File: config.mk
export PLATFORM = sky130hd
export DESIGN_NAME = p2m_dma_channel
export DESIGN_NICKNAME = d
export VERILOG_FILES = /design/src/rtl/p2m_pkg.sv /design/src/rtl/p2m_fifo.sv /design/src/rtl/p2m_req_latch.sv /design/src/rtl/p2m_addr_step.sv /design/src/rtl/p2m_dma_channel.sv
export SDC_FILE = /design/constraint.sdc
export NUM_CORES = 1
export LEC_CHECK = 0
export ABC_CLOCK_PERIOD_IN_PS = 6300
export BUFFER_PORTS_ARGS = -buffer_cell sky130_fd_sc_hd__buf_2
export CORE_ASPECT_RATIO = 1.2
export CORE_UTILIZATION = 42
export CTS_CLUSTER_DIAMETER = 60
export CTS_CLUSTER_SIZE = 28
export DETAILED_ROUTE_END_ITERATION = 10
export GPL_TIMING_DRIVEN = 1
export PLACE_DENSITY_LB_ADDON = 0.05
export SLEW_MARGIN = 20
export SYNTH_ARGS = -nofsm -noshare
export SYNTH_HDL_FRONTEND = slang
export SYNTH_SLANG_ARGS = --single-unit
File: constraint.sdc
create_clock -name clk -period 6.3 [get_ports clk]
set_clock_uncertainty 0.2 [all_clocks]
set_input_delay 1.26 -clock clk [delete_from_list [all_inputs] [get_ports clk]]
set_output_delay 1.26 -clock clk [all_outputs]
set_load 0.02 [all_outputs]
File: src/rtl/p2m_pkg.sv
package p2m_pkg;

    typedef enum logic [2:0] {
        ST_IDLE,
        ST_WAIT_REQ,
        ST_READ,
        ST_DECIDE,
        ST_WRITE,
        ST_DONE
    } p2m_state_t;

    localparam int SZ_W = 5;

    function automatic logic [SZ_W-1:0] chunk_items(input logic [2:0] sel);
        unique case (sel)
            3'd0:    return SZ_W'(1);
            3'd1:    return SZ_W'(2);
            3'd2:    return SZ_W'(4);
            3'd3:    return SZ_W'(8);
            default: return SZ_W'(16);
        endcase
    endfunction

    function automatic logic [SZ_W-1:0] burst_items(input logic [1:0] sel);
        unique case (sel)
            2'd0:    return SZ_W'(1);
            2'd1:    return SZ_W'(4);
            2'd2:    return SZ_W'(8);
            default: return SZ_W'(16);
        endcase
    endfunction

endpackage

File: src/rtl/p2m_fifo.sv
module p2m_fifo #(
    parameter int DW    = 32,
    parameter int DEPTH = 32
) (
    input  logic          clk,
    input  logic          rst_n,
    input  logic          push,
    input  logic [DW-1:0] push_data,
    input  logic          pop,
    output logic [DW-1:0] head
);
    localparam int PW = $clog2(DEPTH);

    logic [DW-1:0] store [DEPTH];
    logic [PW-1:0] wr_ptr;
    logic [PW-1:0] rd_ptr;

    always_ff @(posedge clk) begin
        if (push) store[wr_ptr] <= push_data;
    end

    always_ff @(posedge clk or negedge rst_n) begin
        if (!rst_n) begin
            wr_ptr <= '0;
            rd_ptr <= '0;
        end else begin
            if (push) wr_ptr <= wr_ptr + 1'b1;
            if (pop)  rd_ptr <= rd_ptr + 1'b1;
        end
    end

    assign head = store[rd_ptr];

endmodule

File: src/rtl/p2m_req_latch.sv
module p2m_req_latch (
    input  logic clk,
    input  logic rst_n,
    input  logic arm,
    input  logic hw_req,
    input  logic sw_req,
    input  logic take,
    output logic pending
);
    logic pend_q;

    always_ff @(posedge clk or negedge rst_n) begin
        if (!rst_n)                pend_q <= 1'b0;
        else if (!arm)             pend_q <= 1'b0;
        else if (hw_req || sw_req) pend_q <= 1'b1;
        else if (take)             pend_q <= 1'b0;
    end

    assign pending = pend_q;

endmodule

File: src/rtl/p2m_addr_step.sv
module p2m_addr_step #(
    parameter int AW   = 32,
    parameter int STEP = 4
) (
    input  logic          clk,
    input  logic          rst_n,
    input  logic          load,
    input  logic [AW-1:0] load_addr,
    input  logic          step,
    output logic [AW-1:0] addr
);
    logic [AW-1:0] addr_q;

    always_ff @(posedge clk or negedge rst_n) begin
        if (!rst_n)    addr_q <= '0;
        else if (load) addr_q <= load_addr;
        else if (step) addr_q <= addr_q + AW'(STEP);
    end

    assign addr = addr_q;

endmodule

File: src/rtl/p2m_dma_channel.sv
module p2m_dma_channel
    import p2m_pkg::*;
#(
    parameter int AW         = 32,
    parameter int DW         = 32,
    parameter int LEN_W      = 16,
    parameter int CNT_W      = 8,
    parameter int FIFO_DEPTH = 32
) (
    input  logic             clk,
    input  logic             rst_n,
    input  logic             cfg_en,
    input  logic [2:0]       cfg_chunk_sel,
    input  logic [1:0]       cfg_burst_sel,
    input  logic [LEN_W-1:0] cfg_ublk_len,
    input  logic [CNT_W-1:0] cfg_ublk_cnt,
    input  logic [AW-1:0]    cfg_per_addr,
    input  logic [AW-1:0]    cfg_mem_addr,
    input  logic             per_req,
    input  logic             sw_req,
    output logic             per_rd_en,
    output logic [AW-1:0]    per_rd_addr,
    input  logic [DW-1:0]    per_rd_data,
    output logic             mem_wr_valid,
    input  logic             mem_wr_ready,
    output logic [AW-1:0]    mem_wr_addr,
    output logic [DW-1:0]    mem_wr_data,
    output logic             mem_wr_last,
    output logic             busy,
    output logic             done
);
    localparam int BYTES  = DW / 8;
    localparam int FILL_W = $clog2(FIFO_DEPTH) + 1;

    p2m_state_t state_q, state_d;

    logic [SZ_W-1:0]   chunk_sz_q, burst_sz_q;
    logic [SZ_W-1:0]   chunk_left_q, beats_left_q;
    logic [LEN_W-1:0]  ublk_len_q, ublk_left_q;
    logic [CNT_W-1:0]  ublks_rem_q;
    logic [FILL_W-1:0] fill_q;
    logic [AW-1:0]     per_addr_q;
    logic              rd_q;

    logic              pending, take, start, hs;
    logic              burst_ready, ublk_end, last_ublk, flush_now;
    logic [SZ_W-1:0]   chunk_first, burst_first;

    assign start       = (state_q == ST_IDLE) && cfg_en;
    assign take        = (state_q == ST_WAIT_REQ) && pending;
    assign hs          = mem_wr_valid && mem_wr_ready;
    assign burst_ready = fill_q >= FILL_W'(burst_sz_q);
    assign ublk_end    = (ublk_left_q == '0);
    assign last_ublk   = (ublks_rem_q == CNT_W'(1));
    assign flush_now   = burst_ready || (ublk_end && (fill_q != '0));
    assign chunk_first = (ublk_left_q < LEN_W'(chunk_sz_q)) ? ublk_left_q[SZ_W-1:0] : chunk_sz_q;
    assign burst_first = burst_ready ? burst_sz_q : fill_q[SZ_W-1:0];

    p2m_req_latch u_req (
        .clk     (clk),
        .rst_n   (rst_n),
        .arm     (state_q != ST_IDLE),
        .hw_req  (per_req),
        .sw_req  (sw_req),
        .take    (take),
        .pending (pending)
    );

    p2m_fifo #(.DW(DW), .DEPTH(FIFO_DEPTH)) u_fifo (
        .clk       (clk),
        .rst_n     (rst_n),
        .push      (rd_q),
        .push_data (per_rd_data),
        .pop       (hs),
        .head      (mem_wr_data)
    );

    p2m_addr_step #(.AW(AW), .STEP(BYTES)) u_waddr (
        .clk       (clk),
        .rst_n     (rst_n),
        .load      (start),
        .load_addr (cfg_mem_addr),
        .step      (hs),
        .addr      (mem_wr_addr)
    );

    // State register
    always_ff @(posedge clk or negedge rst_n) begin
        if (!rst_n) state_q <= ST_IDLE;
        else        state_q <= state_d;
    end

    // Transitions
    always_comb begin
        state_d = state_q;
        unique case (state_q)
            ST_IDLE:     if (cfg_en) state_d = ST_WAIT_REQ;
            ST_WAIT_REQ: if (pending) state_d = ST_READ;
            ST_READ:     if (chunk_left_q == SZ_W'(1)) state_d = ST_DECIDE;
            ST_DECIDE: begin
                if (flush_now)                  state_d = ST_WRITE;
                else if (ublk_end && last_ublk) state_d = ST_DONE;
                else                            state_d = ST_WAIT_REQ;
            end
            ST_WRITE:    if (hs && beats_left_q == SZ_W'(1)) state_d = ST_DECIDE;
            ST_DONE:     state_d = ST_IDLE;
            default:     state_d = ST_IDLE;
        endcase
    end

    // Outputs
    always_comb begin
        per_rd_en    = (state_q == ST_READ);
        per_rd_addr  = per_addr_q;
        mem_wr_valid = (state_q == ST_WRITE);
        mem_wr_last  = (state_q == ST_WRITE) && (beats_left_q == SZ_W'(1));
        busy         = (state_q != ST_IDLE);
        done         = (state_q == ST_DONE);
    end

    // Counters and latched configuration
    always_ff @(posedge clk or negedge rst_n) begin
        if (!rst_n) begin
            chunk_sz_q   <= '0;
            burst_sz_q   <= '0;
            chunk_left_q <= '0;
            beats_left_q <= '0;
            ublk_len_q   <= '0;
            ublk_left_q  <= '0;
            ublks_rem_q  <= '0;
            fill_q       <= '0;
            per_addr_q   <= '0;
            rd_q         <= 1'b0;
        end else begin
            rd_q <= (state_q == ST_READ);
            unique case (state_q)
                ST_IDLE: if (cfg_en) begin
                    chunk_sz_q  <= chunk_items(cfg_chunk_sel);
                    burst_sz_q  <= burst_items(cfg_burst_sel);
                    ublk_len_q  <= cfg_ublk_len;
                    ublk_left_q <= cfg_ublk_len;
                    ublks_rem_q <= cfg_ublk_cnt;
                    per_addr_q  <= cfg_per_addr;
                    fill_q      <= '0;
                end
                ST_WAIT_REQ: if (pending) chunk_left_q <= chunk_first;
                ST_READ: begin
                    chunk_left_q <= chunk_left_q - 1'b1;
                    ublk_left_q  <= ublk_left_q - 1'b1;
                    fill_q       <= fill_q + 1'b1;
                end
                ST_DECIDE: begin
                    if (flush_now) begin
                        beats_left_q <= burst_first;
                    end else if (ublk_end && !last_ublk) begin
                        ublk_left_q <= ublk_len_q;
                        ublks_rem_q <= ublks_rem_q - 1'b1;
                    end
                end
                ST_WRITE: if (hs) begin
                    beats_left_q <= beats_left_q - 1'b1;
                    fill_q       <= fill_q - 1'b1;
                end
                default: ;
            endcase
        end
    end

endmodule

Yosys cells after proc, flatten, opt, wreduce, memory -nomap -nowiden
Memories as Yosys holds them, arrays and structs flattened.
Index checks and enable logic that the tools add are counted.
{"block": "word_totals", "ff_bits": 145, "mem_bits_rw": 1024, "input_bits": 131, "out_inout_bits": 101, "wordCells": 113, "n_memories": 1}
{"block": "op_classes", "n_addsub": 9, "magnitude_cmp": 2, "eq_ne": 22, "muxes": 34, "reduce_logical": 30}
{"name": "u_fifo.store", "words": 32, "width": 32, "rd": 1, "rd_clocked_by_memory_dff": 0, "write_ports": 1, "line_no": "p2m_fifo.sv:14", "rtl": "logic [DW-1:0] store [DEPTH];"}
{"cell": "two-way mux 32 bit", "count": 2}
{"cell": "two-way mux 16 bit", "count": 3}
{"cell": "case mux 16 bit (3 select lines)", "count": 1}
{"cell": "adder 32 x 3 -> 32 bit, second input constant", "count": 1}
{"cell": "two-way mux 5 bit", "count": 5}
{"cell": "two-way mux 8 bit", "count": 3}
{"cell": "case mux 5 bit (2 select lines)", "count": 2}
{"cell": "case mux 5 bit (4 select lines)", "count": 1}
{"cell": "two-way mux 3 bit", "count": 6}
{"cell": "case mux 6 bit (3 select lines)", "count": 1}
{"cell": "logical NOT 16 bit", "count": 1}
{"cell": "< comparator 16 x 5 -> 1 bit", "count": 1}
{"cell": "case mux 8 bit (2 select lines)", "count": 1}
{"cell": "subtractor 16 x 1 -> 16 bit, second input constant", "count": 1}
{"cell": "case mux 3 bit (5 select lines)", "count": 1}
{"cell": "case mux 5 bit (3 select lines)", "count": 1}
{"cell": "equality test 3 x 2 -> 1 bit, second input constant", "count": 4}
{"cell": "two-way mux 6 bit", "count": 2}
{"cell": "AND reduction 4 bit", "count": 3}
{"cell": "adder 5 x 1 -> 5 bit, second input constant", "count": 2}
{"cell": "equality test 5 x 1 -> 1 bit, second input constant", "count": 2}
{"cell": "subtractor 5 x 1 -> 5 bit, second input constant", "count": 2}
{"cell": "nonzero test 3 bit", "count": 3}
{"cell": "equality test 8 x 1 -> 1 bit, second input constant", "count": 1}
{"cell": "21 further kinds", "count": 47}

Depth between registers and ports, before layout
Gate-level depths: netlist of the first run.
{"block": "logic_depth", "word_depth": 6, "mapped_depth": 11, "mapped_depth_nobuf": 10}

Cells and area by module
Synthesis of the first run repeated with hierarchy kept, for this count alone.
{"block": "unflattened", "cells_unflattened": 2605, "area_unflattened_um2": 46623.5}
{"module": "p2m_fifo", "instances": 1, "cells_per_inst": 1766, "area_per_inst_um2": 39314.0, "seq_area_each_um2": 30999.7}
{"module": "p2m_dma_channel", "instances": 1, "cells_per_inst": 636, "area_per_inst_um2": 5449.0, "seq_area_each_um2": 2527.4}
{"module": "p2m_addr_step", "instances": 1, "cells_per_inst": 200, "area_per_inst_um2": 1820.5, "seq_area_each_um2": 800.8}
{"module": "p2m_req_latch", "instances": 1, "cells_per_inst": 3, "area_per_inst_um2": 40.0, "seq_area_each_um2": 25.0}

Worst setup path after synthesis of the first run
Ideal clock, no wire load.
{"block": "synth_timing", "path_type": "reg2out", "startpoint": "register u_fifo.rd_ptr[0]", "endpoint": "output port mem_wr_data[13]", "t_arrival_ns": 2.684, "t_required_ns": 4.840, "path_slack_ns": 2.156, "path_stages_with_launch": 7, "path_buffers": 3, "path_cell_list": "dfrtp_1 -> clkbuf_1 -> buf_2 -> buf_1 -> mux4_2 -> mux4_2 -> mux2_2"}
{"block": "synth_between", "elab_chain_cells": 1}
{"item": "from (decl)", "line_no": "p2m_fifo.sv:16", "rtl": "logic [PW-1:0] rd_ptr;"}
{"item": "from (signal assigned)", "line_no": "p2m_fifo.sv:28", "rtl": "if (pop) rd_ptr <= rd_ptr + 1'b1;"}
{"item": "memory read (32 x 32 bit)"}
{"item": "to (decl)", "line_no": "p2m_dma_channel.sv:27", "rtl": "output logic [DW-1:0] mem_wr_data,"}
Every way passes these cells.

Final worst setup path of the first run
{"block": "layout_timing", "startpoint": "register u_fifo.rd_ptr[0]", "endpoint": "output port mem_wr_data[24]"}
Same word-level chain as after synthesis.

==> flow_summary.yaml, run 1 <==
clock_tree:
  cts_root_buf: "clkbuf_16"
  cts_htree_levels: 3
  clk_latency_ns: 0.70
  cts_buffer_depth: 3
  postCtsSetupBuffers: 0
  cts_resized: 0
  cts_tree: "yes"
  cts_hold_buf: 0
  clk_pin_slew_ns: 0.08
  clkSinkCount: 1168
  cts_buffers: 88
run:
  maxCapViolations: 0
floorplanning:
  pin_count: 232
  dieArea_mm2: 0.112
  dieWidth_um: 306
  initial_core_util_pct: 42.4
  rows: 133
  core_mm2: 0.110
  dieHeight_um: 366
layout:
  synthToLayoutAreaGrowth_pct: 14.5
  drive_above_1_share_pct: 32.0
  nets: 2812
  n_fill_cell: 8991
  multi_input_area_mm2: 0.0118
  register_area_mm2: 0.0344
sta:
  slew_viol_final: 0
  tns_ns: 0
  fmax_mhz: 193
  period_minus_slack_ns: 5.18
  finalHoldViolCount: 0
  rsz0062_at_grt: "no"
  setup_viol: 0
  slew_headroom_pct: 25.0
  worst-slew-pin-transition_ns: 1.12
  finalCritPeriodShare_pct: 82.2
  hold_ws_ns: 0.273
worst_setup_path:
  startpoint: "u_fifo.rd_ptr[0]"
  rr_startpoint: "state_q[2]"
  worstSetupPathType: "reg2out"
  crit_required_ns: 4.84
  cp-start-kind: "flip-flop"
  crit_arrival_ns: 3.72
  critPathCaptureType: "output pin"
  crit_fanout: 27
yosys:
  synth_area_mm2: 0.0465
  ys.flop_type: "edfxtp_1"
  synth_warnings: 0
  synth_cells: 2388
  yosys_register_bits: 1168
  ys_seq_area_share_pct: 73.9
  synth_edf_count: 1024
  syn_nets: 2546
  avgSynthCellArea_um2: 19.5
  synthDistinctLibCells: 62
  ys_async_sr_fraction_pct: 12.3
detailed_routing:
  drc: 0
  first_iter_violations: 2211
  post_drt_wl_per_cell_um: 28.2
  first_pass_iters: 7
  routed_wl_mm: 117
  ant_nets: 0
  vias: 23700
  viasPerCell: 5.72
global_route:
  grt-ovfl-total: 0
  grt_usage_pct: 21.2
  grt_max_degree: 145
  grt_pass1_wl_mm: 171
  antenna_found_initial: 10
  grt_pass1_vias: 24700
placement:
  gp_congestion: 0.787
  io_buffer_count: 231
  dp_hpwl_mm: 67.9
hold_path:
  hp-class: "reg2reg"
  hold_start: "per_rd_addr[13]"
run_status:
  status: "finished, final reports clean"
pwr:
  p_leak_nw: 17.6
  power.density_mw_per_mm2: 409
  ir_drop_mv: 0.242
power breakdown:
part	total (mW)	switching (mW)	internal, mW
logic	5.94	3.16	2.78
registers	9.57	0.597	8.97
clock network	6.25	3.33	2.93
total	21.8	7.09	14.7
area by class of cell:
type,count,share of cell area [%]
tap,1417,3.33
timing repair buffer,303,3.58
antenna,1,0.00470
multi-input combinational,1067,22.1
clock inverter,75,1.96
sequential,1168,64.6
inverter,26,0.183
clock buffer,90,4.19
cells in the mapped netlist (all sizes together) (3+ instances only):
cell type | instances | share of area [%]
a22oi | 3 | 0.048
a211oi | 3 | 0.075
mux2i | 7 | 0.15
inv | 26 | 0.21
mux4 | 320 | 16
and3 | 9 | 0.12
xnor2 | 18 | 0.34
xor2 | 24 | 0.45
nor4 | 10 | 0.15
nand4 | 10 | 0.13
a31oi | 5 | 0.067
o211ai | 8 | 0.14
nor3 | 24 | 0.26
nand3b | 5 | 0.081
a21oi | 37 | 0.40
a32o | 3 | 0.065
or2 | 3 | 0.040
edfxtp | 1024 | 66
nand2b | 11 | 0.15
and4 | 3 | 0.057
buf | 35 | 0.30
o31ai | 9 | 0.15
dfrtp | 144 | 7.8
or4 | 4 | 0.065
ha | 26 | 0.70
o21a | 4 | 0.065
or3 | 5 | 0.089
nand3 | 31 | 0.33
a21o | 5 | 0.081
o21ai | 95 | 1.0
nor3b | 3 | 0.048
nor2 | 67 | 0.54
nand2 | 245 | 2.0
and2 | 4 | 0.054
nor4b | 4 | 0.075
clkbuf | 92 | 0.74
mux2 | 33 | 0.80
critical path: stages (launching register included):
cell and delay [ns]:
dfrtp_4 0.83, buf_4 0.58, mux4_2 0.58, mux4_2 0.49, mux2_2 0.34, buf_2 0.18
placed cells by master, fill, tap and decap left out, types with 5 or more instances in the layout:
| cell type | count |
|---|---|
| nor4_1 | 8 |
| xor2_1 | 24 |
| inv_1 | 26 |
| o211ai_1 | 7 |
| nor2_4 | 21 |
| dfrtp_1 | 139 |
| nand3b_1 | 5 |
| inv_6 | 9 |
| nor3_2 | 10 |
| clkinv_8 | 17 |
| inv_8 | 14 |
| mux4_2 | 320 |
| a21o_1 | 5 |
| nand2b_1 | 11 |
| nand2_1 | 244 |
| buf_4 | 57 |
| mux2_2 | 33 |
| ha_1 | 26 |
| buf_12 | 13 |
| nand4_1 | 10 |
| nand3_1 | 31 |
| xnor2_1 | 18 |
| mux2i_1 | 7 |
| clkbuf_16 | 89 |
| and3_1 | 9 |
| o31ai_1 | 9 |
| inv_12 | 16 |
| nor2_1 | 46 |
| edfxtp_1 | 1024 |
| buf_2 | 230 |
| o21ai_0 | 95 |
| a21oi_1 | 37 |
| inv_16 | 11 |
| nor3_1 | 13 |
routing by layer:
metal  part of all wire (%)  vias to the layer above  wire length (um)  GRT usage, %
met5                  0.020                        -                23             0
met4                    1.8                        4              2060          5.16
met3                    4.5                      145              5310          2.92
met2                     53                      687             62300          37.6
met1                     40                    12700             47100          27.3
li1                       -                    10200                 -             -
final timing paths:
check / to / slack (ns) / depth (start not counted)
max in group asynchronous: ublk_len_q[1] / 4.72 / 2
max: mem_wr_data[24] / 1.12 / 5
min reg2reg: per_rd_addr[13] / 0.27 / 2
min: per_rd_addr[13] / 0.27 / 2
min in group asynchronous: u_waddr.addr[27] / 0.39 / 2
max reg2reg: fill_q[5] / 2.65 / 10
flip-flops by register name, indices dropped and copies added, names as in the netlist:
signal	flops
u_fifo.store	1024
per_rd_addr	32
u_waddr.addr	32
ublk_left_q	16
ublk_len_q	16
ublks_rem_q	8
fill_q	6
beats_left_q	5
chunk_left_q	5
chunk_sz_q	5
u_fifo.rd_ptr	5
u_fifo.wr_ptr	5
burst_sz_q	4
state_q	3
rd_q	1
u_req.pending	1
through the flow:
step | utilization (%) | area [um2] | power (mW) | cells | setup WS, ns
2_1_floorplan | - | 46500 | 13.9 | 2388 | 2.16
3_3_place_gp | 45.4 | 49800 | 15.7 | 3978 | 1.80
3_5_place_dp | 45.5 | 49900 | 15.8 | 3981 | 1.76
4_1_cts | 48.5 | 53200 | 22.1 | 4146 | 0.974
5_1_grt | 48.5 | 53200 | 22.8 | 4147 | 0.894
6_report | 48.5 | 53200 | 21.8 | 4147 | 1.12
cell families after synthesis:
| family | synth area share [%] |
|---|---|
| xor+xnor | 0.792 |
| simple gates | 4.28 |
| fa+ha+maj | 0.743 |
| compound gates | 2.54 |
| mux | 16.5 |
| buf+inv | 1.26 |
| flops | 73.9 |
No activity file was read; power rests on OpenSTA's default activity.
==> run 2, diff against run 1 <==
--- a/config.mk
+++ b/config.mk
@@ -5,7 +5,7 @@
 export SDC_FILE = /design/constraint.sdc
 export NUM_CORES = 1
 export LEC_CHECK = 0
-export ABC_CLOCK_PERIOD_IN_PS = 6300
+export ABC_CLOCK_PERIOD_IN_PS = 4500
 export BUFFER_PORTS_ARGS = -buffer_cell sky130_fd_sc_hd__buf_2
 export CORE_ASPECT_RATIO = 1.2
 export CORE_UTILIZATION = 42
==> constraint.sdc (replaced) <==
create_clock -name clk -period 4.5 [get_ports clk]
set_clock_uncertainty 0.2 [all_clocks]
set_input_delay 0.9 -clock clk [delete_from_list [all_inputs] [get_ports clk]]
set_output_delay 0.9 -clock clk [all_outputs]
set_load 0.02 [all_outputs]
==> run 2 against run 1 <==
Compared with the run above:
- flip-flop and latch count unchanged
- non-clock buffer count increased by 20
- critical path type unchanged
- hold slack got worse by 0.074 ns
- register-to-register slack got worse by 1.8 ns
- die area unchanged
- largest power group unchanged
==> flow_summary.yaml, run 2 (same netlist as run 1, synthesis figures left out) <==
placement:
  gp_congestion: 0.780
  place_ws_ns: 0.710
  io_buffer_count: 231
  dp_hpwl_mm: 68.7
detailed_routing:
  drc: 0
  viasPerCell: 5.70
  routed_wl_mm: 119
  post_drt_wl_per_cell_um: 28.5
  ant_nets: 0
  first_pass_iters: 5
  first_iter_violations: 2048
  vias: 23800
floorplanning:
  dieArea_mm2: 0.112
  rows: 133
  dieHeight_um: 366
  core_mm2: 0.110
  initial_core_util_pct: 42.4
  dieWidth_um: 306
  pin_count: 232
clock_tree:
  clk_pin_slew_ns: 0.08
  cts_buffer_depth: 3
  cts_root_buf: "clkbuf_16"
  clkSinkCount: 1168
  cts_htree_levels: 3
  cts_buffers: 90
  clk_latency_ns: 0.69
  cts_tree: "yes"
sta:
  worst-slew-pin-transition_ns: 1.02
  slew_viol_final: 0
  tns_ns: 0
  hold_ws_ns: 0.199
  slew_headroom_pct: 32.0
  finalHoldViolCount: 0
  rsz0062_at_grt: "no"
  layout_setup_ws_ns: 0.112
  finalCritPeriodShare_pct: 97.5
  fmax_mhz: 228
  setup_viol: 0
  period_minus_slack_ns: 4.39
hold_path:
  hp-class: "in2reg"
  hold_start: "cfg_per_addr[29]"
pwr:
  switching_share_pct: 32.0
  finalPower_mw: 30.6
  power.density_mw_per_mm2: 572
  power_frac_comb_pct: 28.0
  power.internal_mw: 20.8
  p_leak_nw: 17.7
  ir_drop_mv: 0.377
  p_switching_mw: 9.79
  clkPwrFrac_pct: 28.6
  p_seq_share_pct: 43.4
run_status:
  status: "finished, final reports clean"
layout:
  final_common_cell: "edfxtp_1"
  n_fill_cell: 8984
  layout_common_cells: "edfxtp_1, mux4_2, nand2_1"
  top_register: "u_fifo.store"
  synthToLayoutAreaGrowth_pct: 15.1
  drive_above_1_share_pct: 32.3
  nets: 2834
  largest_register_ffs: 1024
global_route:
  grt_pass1_wl_mm: 173
  grt_pass1_vias: 24800
  grt-ovfl-total: 0
  antenna_found_initial: 7
  grt_usage_pct: 21.4
  grt_max_degree: 80
worst_setup_path:
  worstSetupPathType: "reg2out"
  critPathCaptureType: "output pin"
  rr_startpoint: "state_q[2]"
  crit_fanout: 69
  crit_arrival_ns: 3.29
  startpoint: "u_fifo.rd_ptr[1]"
  cp-start-kind: "flip-flop"
  crit_required_ns: 3.40
run:
  maxCapViolations: 0
## run 2: cell count changes in the layout (fill, tap and decap cells not counted), moves of 3 or more
| cell | previous run | this run |
|---|---|---|
| buf_4 | 57 | 61 |
| clkbuf_1 | 1 | 4 |
| inv_16 | 11 | 5 |
| inv_12 | 16 | 9 |
| clkinv_8 | 17 | 14 |
| buf_12 | 13 | 30 |
| clkbuf_16 | 89 | 93 |
## run 2: power groups by stage
stage	registers, mW	clock network [mW]	logic, mW
2_1_floorplan	13.5	0	5.91
3_3_place_gp	13.5	0	8.55
3_5_place_dp	13.6	0	8.66
4_1_cts	13.3	8.98	8.77
5_1_grt	13.4	9.36	9.32
6_report	13.3	8.74	8.58
## run 2: per-stage QoR
step	area (um2)	utilization (%)	cells
global placement	50200	45.8	3996
CTS	53500	48.8	4167
finish	53500	48.8	4168
floorplan	46500	-	2388
detailed placement	50200	45.8	3996
global route	53500	48.8	4168
## run 2: worst paths after layout
check	to	slack, ns	cells after the start
worst min register to register	per_rd_addr[2]	0.27	2
worst max-delay path	mem_wr_data[14]	0.11	5
worst max register to register	fill_q[5]	0.88	10
min in group asynchronous	u_waddr.addr[27]	0.47	2
max in group asynchronous	u_fifo.rd_ptr[0]	2.78	3
worst min-delay path	per_rd_addr[29]	0.20	3
## run 2: cell type report
type	count	area, um2	share of cell area [%]
sequential	1168	34400	64.2
multi-input combinational	1067	11800	22.0
clock buffer	98	2360	4.40
timing repair buffer	323	2230	4.17
tap	1417	1770	3.31
clock inverter	68	910	1.70
inverter	26	97.6	0.182
antenna	1	2.50	0.00468
## run 2: layer usage
metal / vias to the layer above / GRT usage (%) / wire [um]
li1: 10200 / - / -
met1: 12800 / 27.6 / 48700
met2: 614 / 38.1 / 62700
met3: 136 / 2.65 / 4930
met4: 4 / 5.69 / 2380
met5: - / 0 / 22
## run 2: critical path, stage by stage, from the launching register on
cell and delay (ns):
dfrtp_4 0.72, buf_12 0.44, mux4_2 0.39, mux4_2 0.51, mux2_2 0.30, buf_2 0.16
## run 2: timing repair
action                                  4_1_cts  5_1_grt
buffers inserted                              4        0
resized for setup                             0        0
endpoints found under the setup margin       14        0
endpoints found under the hold margin        34        0
hold buffers                                  1        0
